### src/rtl/strap_lane_pkg.sv
package strap_lane_pkg;

    localparam int PEAK_W = 4;
    localparam int FG_W   = 2;
    localparam int AMP_W  = 2;
    localparam int CFG_W  = PEAK_W + FG_W + AMP_W;
    localparam int IDX_W  = 3;

    typedef enum logic [1:0] {
        TRI_LOW  = 2'b00,
        TRI_OPEN = 2'b01,
        TRI_HIGH = 2'b10
    } tri_t;

    typedef struct packed {
        logic [PEAK_W-1:0] peak;
        logic [FG_W-1:0]   fg;
        logic [AMP_W-1:0]  amp;
        logic              pd;
    } lane_ctrl_t;

    localparam lane_ctrl_t LANE_RESET = '{peak: '0, fg: '0, amp: '0, pd: 1'b1};
    localparam logic [CFG_W-1:0] CFG_DEFAULT = 8'h05;

    // The unused code 11 is folded onto the open level.
    function automatic tri_t tri_norm(input logic [1:0] raw);
        case (raw)
            2'b00:   return TRI_LOW;
            2'b10:   return TRI_HIGH;
            default: return TRI_OPEN;
        endcase
    endfunction

    function automatic logic [PEAK_W-1:0] peak_decode(input tri_t lvl, input logic short_ch);
        logic [PEAK_W-1:0] code;
        if (short_ch) begin
            case (lvl)
                TRI_HIGH: code = 4'b1001;
                TRI_OPEN: code = 4'b0101;
                default:  code = 4'b0010;
            endcase
        end else begin
            case (lvl)
                TRI_HIGH: code = 4'b1110;
                TRI_OPEN: code = 4'b1001;
                default:  code = 4'b0101;
            endcase
        end
        return code;
    endfunction

    function automatic logic [FG_W-1:0] fg_decode(input tri_t lvl);
        case (lvl)
            TRI_HIGH: return 2'b10;
            TRI_OPEN: return 2'b01;
            default:  return 2'b00;
        endcase
    endfunction

    function automatic logic [AMP_W-1:0] amp_decode(input tri_t lvl);
        case (lvl)
            TRI_HIGH: return 2'b11;
            TRI_OPEN: return 2'b10;
            default:  return 2'b01;
        endcase
    endfunction

    function automatic lane_ctrl_t cfg_unpack(input logic [CFG_W-1:0] b, input logic pd);
        lane_ctrl_t r;
        r.peak = b[CFG_W-1 -: PEAK_W];
        r.fg   = b[AMP_W +: FG_W];
        r.amp  = b[AMP_W-1:0];
        r.pd   = pd;
        return r;
    endfunction

endpackage

### src/rtl/strap_decode.sv
module strap_decode
    import strap_lane_pkg::*;
(
    input  logic [1:0]  peak_strap,
    input  logic [1:0]  flat_strap,
    input  logic [1:0]  level_strap,
    input  logic [1:0]  app_strap,
    input  logic [1:0]  en_strap,
    output lane_ctrl_t  pin_ctrl
);

    tri_t app_lvl;

    always_comb begin
        app_lvl       = tri_norm(app_strap);
        pin_ctrl.peak = peak_decode(tri_norm(peak_strap), app_lvl == TRI_HIGH);
        pin_ctrl.fg   = fg_decode(tri_norm(flat_strap));
        pin_ctrl.amp  = amp_decode(tri_norm(level_strap));
        pin_ctrl.pd   = (tri_norm(en_strap) == TRI_HIGH);
    end

endmodule

### src/rtl/lane_cfg_bank.sv
module lane_cfg_bank
    import strap_lane_pkg::*;
#(
    parameter int NUM_LANES = 8
) (
    input  logic                             clk,
    input  logic                             rst,
    input  logic                             blocked,
    input  logic                             en_high,
    input  logic                             wr_en,
    input  logic                             wr_bank,
    input  logic [IDX_W-1:0]                 wr_idx,
    input  logic [CFG_W-1:0]                 wr_data,
    output logic [NUM_LANES-1:0][CFG_W-1:0]  cfg_q,
    output logic [NUM_LANES-1:0]             pd_q
);

    localparam int LPB    = NUM_LANES / 2;
    localparam int PD_IDX = LPB;

    logic                            fresh;
    logic [NUM_LANES-1:0][CFG_W-1:0] cfg_d;
    logic [NUM_LANES-1:0]            pd_d;

    always_comb begin
        cfg_d = cfg_q;
        pd_d  = pd_q;
        for (int l = 0; l < NUM_LANES; l++) begin
            if (fresh) begin
                pd_d[l] = en_high;
            end else if (wr_en && (int'(wr_bank) == l / LPB)) begin
                if (int'(wr_idx) == l % LPB)
                    cfg_d[l] = wr_data;
                else if (int'(wr_idx) == PD_IDX)
                    pd_d[l] = wr_data[l % LPB];
            end
        end
    end

    always_ff @(posedge clk) begin
        if (rst || blocked) begin
            cfg_q <= {NUM_LANES{CFG_DEFAULT}};
            pd_q  <= '1;
            fresh <= 1'b1;
        end else begin
            cfg_q <= cfg_d;
            pd_q  <= pd_d;
            fresh <= 1'b0;
        end
    end


    bad_idx_no_write_chk: assert property (@(posedge clk) disable iff (rst)
        (!blocked && wr_en && (int'(wr_idx) > PD_IDX)) |=> $stable(cfg_q));


    pd_hold_chk: assert property (@(posedge clk) disable iff (rst)
        (!blocked && !fresh && !(wr_en && int'(wr_idx) == PD_IDX)) |=> $stable(pd_q));

endmodule

### src/rtl/lane_ctrl_out.sv
module lane_ctrl_out
    import strap_lane_pkg::*;
#(
    parameter int NUM_LANES = 8
) (
    input  logic                             clk,
    input  logic                             rst,
    input  logic                             hold,
    input  logic                             ser_mode,
    input  lane_ctrl_t                       pin_ctrl,
    input  logic [NUM_LANES-1:0][CFG_W-1:0]  cfg_q,
    input  logic [NUM_LANES-1:0]             pd_q,
    output lane_ctrl_t [NUM_LANES-1:0]       lane_q
);

    for (genvar l = 0; l < NUM_LANES; l++) begin : g_lane
        lane_ctrl_t r;
        always_ff @(posedge clk) begin
            if (rst || hold)
                r <= LANE_RESET;
            else if (ser_mode)
                r <= cfg_unpack(cfg_q[l], pd_q[l]);
            else
                r <= pin_ctrl;
        end
        assign lane_q[l] = r;
    end

endmodule

### src/rtl/strap_lane_ctrl.sv
module strap_lane_ctrl
    import strap_lane_pkg::*;
#(
    parameter int NUM_LANES = 8
) (
    input  logic                          clk,
    input  logic                          rst,
    input  logic                          ser_mode,
    input  logic [1:0]                    peak_strap,
    input  logic [1:0]                    flat_strap,
    input  logic [1:0]                    level_strap,
    input  logic [1:0]                    app_strap,
    input  logic [1:0]                    en_strap,
    input  logic                          wr_en,
    input  logic                          wr_bank,
    input  logic [IDX_W-1:0]              wr_idx,
    input  logic [CFG_W-1:0]              wr_data,
    output logic [NUM_LANES*PEAK_W-1:0]   lane_peak,
    output logic [NUM_LANES*FG_W-1:0]     lane_flat,
    output logic [NUM_LANES*AMP_W-1:0]    lane_amp,
    output logic [NUM_LANES-1:0]          lane_pd
);

    tri_t                            en_lvl;
    logic                            en_low;
    lane_ctrl_t                      pin_ctrl;
    logic [NUM_LANES-1:0][CFG_W-1:0] cfg_q;
    logic [NUM_LANES-1:0]            pd_q;
    lane_ctrl_t [NUM_LANES-1:0]      lane_q;

    assign en_lvl = tri_norm(en_strap);
    assign en_low = (en_lvl == TRI_LOW);

    strap_decode u_dec (
        .peak_strap  (peak_strap),
        .flat_strap  (flat_strap),
        .level_strap (level_strap),
        .app_strap   (app_strap),
        .en_strap    (en_strap),
        .pin_ctrl    (pin_ctrl)
    );

    lane_cfg_bank #(.NUM_LANES(NUM_LANES)) u_bank (
        .clk     (clk),
        .rst     (rst),
        .blocked (en_low),
        .en_high (en_lvl == TRI_HIGH),
        .wr_en   (wr_en),
        .wr_bank (wr_bank),
        .wr_idx  (wr_idx),
        .wr_data (wr_data),
        .cfg_q   (cfg_q),
        .pd_q    (pd_q)
    );

    lane_ctrl_out #(.NUM_LANES(NUM_LANES)) u_out (
        .clk      (clk),
        .rst      (rst),
        .hold     (en_low),
        .ser_mode (ser_mode),
        .pin_ctrl (pin_ctrl),
        .cfg_q    (cfg_q),
        .pd_q     (pd_q),
        .lane_q   (lane_q)
    );

    for (genvar l = 0; l < NUM_LANES; l++) begin : g_flat
        assign lane_peak[l*PEAK_W +: PEAK_W] = lane_q[l].peak;
        assign lane_flat[l*FG_W +: FG_W]     = lane_q[l].fg;
        assign lane_amp[l*AMP_W +: AMP_W]    = lane_q[l].amp;
        assign lane_pd[l]                    = lane_q[l].pd;
    end


    en_low_all_off_chk: assert property (@(posedge clk) disable iff (rst)
        (en_strap == 2'b00) |=> (lane_pd == '1 && lane_peak == '0));


    pin_pd_high_chk: assert property (@(posedge clk) disable iff (rst)
        (!ser_mode && en_strap == 2'b10) |=> (lane_pd == '1));


    pin_pd_open_chk: assert property (@(posedge clk) disable iff (rst)
        (!ser_mode && (en_strap == 2'b01 || en_strap == 2'b11)) |=> (lane_pd == '0));

endmodule

### config.mk
export PLATFORM = sky130hd
export DESIGN_NAME = strap_lane_ctrl
export DESIGN_NICKNAME = d
export VERILOG_FILES = /design/src/rtl/strap_lane_pkg.sv /design/src/rtl/strap_decode.sv /design/src/rtl/lane_cfg_bank.sv /design/src/rtl/lane_ctrl_out.sv /design/src/rtl/strap_lane_ctrl.sv
export SDC_FILE = /design/constraint.sdc
export NUM_CORES = 1
export LEC_CHECK = 0
export ABC_AREA = 1
export BUFFER_PORTS_ARGS = -buffer_cell sky130_fd_sc_hd__buf_2
export CAP_MARGIN = 5
export CORE_UTILIZATION = 53
export CTS_BUF_LIST = sky130_fd_sc_hd__clkbuf_8
export DETAILED_ROUTE_END_ITERATION = 10
export PLACE_DENSITY = 0.77
export SETUP_SLACK_MARGIN = 0.3
export SYNTH_ARGS = -nofsm -noshare
export SYNTH_HDL_FRONTEND = slang
export SYNTH_SLANG_ARGS = --single-unit
### constraint.sdc
create_clock -name clk -period 2.3 [get_ports clk]
set_input_delay 0.345 -clock clk [delete_from_list [all_inputs] [get_ports clk]]
set_output_delay 0.345 -clock clk [all_outputs]
set_load 0.005 [all_outputs]
Word-level counts from Yosys, hierarchy flattened

Cells that the tools add are included.

Eq/ne operators: 21
Muxes and demuxes: 43
Bitwise operators: 2
Reductions and logical operators: 29

Operators by type and width:

| kind                 | number |
|---|---|
| $mux W9              | 8 |
| $reduce_and A3 Y1    | 16 |
| $pmux W2 S2          | 7 |
| $mux W1              | 25 |
| $eq A2 B2 Y1 const B | 10 |
| $pmux W4 S2          | 2 |
| $logic_not A2 Y1     | 6 |
| $eq A3 B3 Y1 const B | 3 |
| $ne A2 B1 Y1 const B | 4 |
| $eq A2 B1 Y1 const B | 3 |
| $reduce_bool A2 Y1   | 3 |
| $mux W4              | 1 |
| $eq A3 B2 Y1 const B | 1 |
| $logic_not A3 Y1     | 1 |
| $logic_and A1 B1 Y1  | 2 |
| $not A1 Y1           | 2 |
| $logic_or A1 B1 Y1   | 1 |

Register bits: 145
Input bits: 26
Output and inout bits: 72
Logic and storage cells: 144

Depth between registers and ports, before layout

Depth after elaboration: 6
Depth in mapped cells: 7
Gate-level depth less buffers: 6

Cells and area by module

From an unflattened synthesis, not the netlist that was laid out.

Cells, all modules: 691
Area total of the unflattened synthesis: 5,376.4 µm²

Modules (own cells, without submodules):

| module          | times used | cells an instance | area each (µm²) | seq. area each (µm²) |
|---|---|---|---|---|
| lane_cfg_bank   | 1          | 416               | 2,976.6         | 1,461.4 |
| lane_ctrl_out   | 1          | 244               | 2,274.7         | 1,441.4 |
| strap_decode    | 1          | 28                | 111.4           | 0.0 |
| strap_lane_ctrl | 1          | 3                 | 13.8            | 0.0 |

Worst setup path after synthesis

OpenSTA, ideal clock, no wires.

Path kind: input to register
Start: input port wr_idx[0]
End: register u_bank.cfg_q[33] (netlist bit)
Library setup time: 0.113 ns
Data arrival time: 1.085 ns
Required time: 2.187 ns
Setup slack: 1.102 ns
Stages on the path: 7
Path buffers: 1
Path through: nor2_1 -> nand2_1 -> inv_1 -> buf_2 -> nand3_1 -> nand2_1 -> nor2_1

Longest elaborated chain between the ends: 2

Ends and longest elaborated chain:

| what                               | line                  | text |
|---|---|---|
| start: declaration                 | strap_lane_ctrl.sv:16 | `input logic [IDX_W-1:0] wr_idx,` |
| $logic_not A3 Y1                   | lane_cfg_bank.sv:32   | `if (int'(wr_idx) == l % LPB)` |
| $reduce_and A3 Y1 (no source line) | n/a                   |  |
| end signal: assignment             | lane_cfg_bank.sv:42   | `cfg_q <= {NUM_LANES{CFG_DEFAULT}};` |
| end signal: assignment             | lane_cfg_bank.sv:46   | `cfg_q <= cfg_d;` |
| end: declaration                   | lane_cfg_bank.sv:14   | `output logic [NUM_LANES-1:0][CFG_W-1:0] cfg_q,` |

Every way passes these cells.
A chain may end at the register's enable or synchronous reset.

Worst setup path after layout

Start: register u_bank.fresh
End: register u_bank.cfg_q[26] (netlist bit)

Longest elaborated chain between the ends: 2

Ends and longest elaborated chain:

| what                               | line                | text |
|---|---|---|
| start: declaration                 | lane_cfg_bank.sv:21 | `logic fresh;` |
| start signal: assignment           | lane_cfg_bank.sv:44 | `fresh <= 1'b1;` |
| start signal: assignment           | lane_cfg_bank.sv:48 | `fresh <= 1'b0;` |
| $not A1 Y1 (no source line)        | n/a                 |  |
| $reduce_and A3 Y1 (no source line) | n/a                 |  |

Every way passes these cells.

==> results.json <==
{
  "status": "completed",
  "grt_pass1_vias": 4527,
  "fin_ws_ns": 0.491,
  "report.final.setup_viol": 0,
  "max_slew.worst_pin.slew_ns": 0.761,
  "hpwl_um": 8870,
  "hold_buffers": 0,
  "cts_buffer_depth": 2,
  "wire_per_inst_um": 13.8,
  "crit_arrival_ns": 2.12,
  "postRouteAntennaNets": 0,
  "ys_types": 16,
  "power_density_mw_per_mm2": 830,
  "grt_antenna_before_repair": 0,
  "antenna_cells": 0,
  "hold_viol": 0,
  "io_pins": 98,
  "nets": 832,
  "critPathLaunchType": "flop",
  "synth_nets": 733,
  "grt_pass1_wl_um": 21300,
  "cts_root_buf": "clkbuf_8",
  "yosys.area_share.simple": 0.339,
  "drive_gt1_frac": 0.184,
  "dr_total_vias": 4864,
  "skew_ns": 0.0109,
  "synth_fa_ha_area_frac": 0,
  "p_leak_nw": 3.00,
  "dp_worst_setup_slack_ns": 0.492,
  "crit_type": "reg2reg",
  "totalWireLength_um": 13100,
  "worst_hold_path_type": "in2reg",
  "grt_max_degree": 49,
  "yosys_register_bits": 145,
  "row_count": 35,
  "route.detailed.drc": 0,
  "finalPower_w": 0.00523,
  "synth_compound_area_frac": 0.0500,
  "finalSetupTns_ns": 0,
  "rsz0062_at_grt": "false",
  "overflow": 0,
  "ys_warn_count": 0,
  "muxShareOfSynthArea": 0,
  "cts.sinks": 145,
  "core_region_area_sq_mm": 0.00942,
  "cts_buffers": 17,
  "clkTransAtPathRegs_ns": 0.08,
  "cp_max_fo": 17,
  "cts_tree": "built",
  "dr.pass1.iters": 7,
  "routabilityCongestion": 0.863,
  "insertion_delay_ns": 0.44,
  "syn-cell-area_sq_mm": 0.00523,
  "drv_cap": 0,
  "cts_setup_buffers": 0,
  "ctsResizeCount": 0,
  "start_util": 0.556,
  "cp.required_ns": 2.61,
  "synth_top_family_by_area": "simple AND/OR/NAND/NOR gates",
  "slew_headroom": 0.491,
  "htree_levels": 4,
  "syn_to_final_growth_pct": 20.3,
  "synth.avg_cell_area_sq_um": 7.40,
  "io_buffers": 97,
  "fin_crit_sh": 0.786,
  "worst-r2r-setup-slack_ns": 0.49,
  "nFillCells": 828,
  "end_kind": "flop",
  "die_w_um": 101,
  "ir_worst_vdd_mv": 0.386,
  "max_freq_mhz": 553,
  "synth_xor_area_frac": 0,
  "grt_usage": 0.272,
  "via_per_inst": 5.13,
  "maxSlewViolCount": 0,
  "fin_crit_ns": 1.81,
  "drt_iter0_markers": 285,
  "synth_cells": 707,
  "dieArea_sq_mm": 0.0103,
  "fp.dieH_um": 101,
  "seq_area_frac_synth": 0.555
}
[synthesized netlist by cell type]
| master | n | area [sq um] |
|---|---|---|
| nand2_1 | 208 | 781 |
| dfxtp_1 | 145 | 2900 |
| nor2_1 | 135 | 507 |
| nand3_1 | 91 | 455 |
| a21oi_1 | 48 | 240 |
| inv_1 | 35 | 131 |
| clkbuf_1 | 14 | 52.6 |
| buf_2 | 12 | 60.1 |
| buf_1 | 7 | 26.3 |
| inv_2 | 4 | 15.0 |
| nand3b_1 | 2 | 15.0 |
| nor2_2 | 2 | 12.5 |
| a21oi_4 | 1 | 16.3 |
| buf_4 | 1 | 7.51 |
| nor3_1 | 1 | 5.00 |
| o21ai_1 | 1 | 5.00 |
[power by group]
part           total (W)  switching (W)  internal, W  leakage [nW]
clock network    0.00218       0.000970      0.00121         0.226
registers        0.00262      0.0000278      0.00259          1.18
logic           0.000424       0.000281     0.000144          1.59
[layout make-up]
| cell class | instances | area [sq um] | share of cell area |
|---|---|---|---|
| flip-flops and latches | 145 | 2900 | 0.461 |
| multi-input cells | 489 | 2040 | 0.323 |
| repair buffers | 114 | 613 | 0.0974 |
| clock buffers | 18 | 248 | 0.0393 |
| clock inverters | 14 | 189 | 0.0300 |
| well taps | 129 | 161 | 0.0256 |
| inverters | 39 | 146 | 0.0232 |
[through the flow]
step / cells / utilization / hold WS (ns) / cell area [sq um]
detailed placement: 916 / 0.622 / 0.437 / 5860
global placement: 916 / 0.622 / 0.432 / 5860
finish: 948 / 0.669 / 0.257 / 6300
global route: 948 / 0.669 / 0.248 / 6300
floorplan: 707 / - / 0.423 / 5230
CTS: 948 / 0.669 / 0.248 / 6300
[state kept, by name (all words and copies together), names as in the netlist]
| register | count |
|---|---|
| u_out.lane_q | 72 |
| u_bank.cfg_q | 64 |
| u_bank.pd_q | 8 |
| u_bank.fresh | 1 |
[metal layers]
| metal | wire (um) | vias up | track usage | part of all wire |
|---|---|---|---|---|
| li1 | - | 2413 | - | - |
| met1 | 5800 | 2248 | 0.345 | 0.44 |
| met2 | 6160 | 179 | 0.458 | 0.47 |
| met3 | 910 | 24 | 0.0580 | 0.069 |
| met4 | 259 | 0 | 0.101 | 0.020 |
| met5 | 0 | - | 0 | 0 |
[logic make-up (layout without fill, tap and decap cells)]
family / count (synthesis) / after routing
flops: 145 / 145
buf+inv: 73 / 185
compound gates: 50 / 50
simple gates: 439 / 439
[path summary, 6_finish.rpt]
path / from / endpoint / depth (start not counted)
setup / recovery: u_bank.fresh$_DFF_P_ / u_bank.cfg_q[26]$_SDFFE_PP1P_ / 6
hold / removal: wr_data[0] / u_bank.cfg_q[16]$_SDFFE_PP1P_ / 3
setup reg to reg: u_bank.fresh$_DFF_P_ / u_bank.cfg_q[26]$_SDFFE_PP1P_ / 6
hold reg to reg: u_bank.pd_q[6]$_SDFFE_PP1P_ / u_out.lane_q[54]$_SDFF_PP1_ / 2
[worst max-delay path: stages, from the launching register on]
cell and delay [ns]:
dfxtp_1 0.38, inv_2 0.24, nand3_1 0.22, nor2_2 0.56, inv_1 0.13, nand2_1 0.09, nand3_1 0.06
[cells in the final DEF, fill, tap and decap left out, types with 4 or more instances in the layout]
master     instances
nand2_1          208
dfxtp_1          145
nor2_1           135
buf_2             97
nand3_1           91
a21oi_1           48
inv_1             37
clkbuf_8          18
buf_4             17
inv_2              4
clkinv_4           4
bufinv_16          4
No activity file was read; power rests on OpenSTA's default activity.
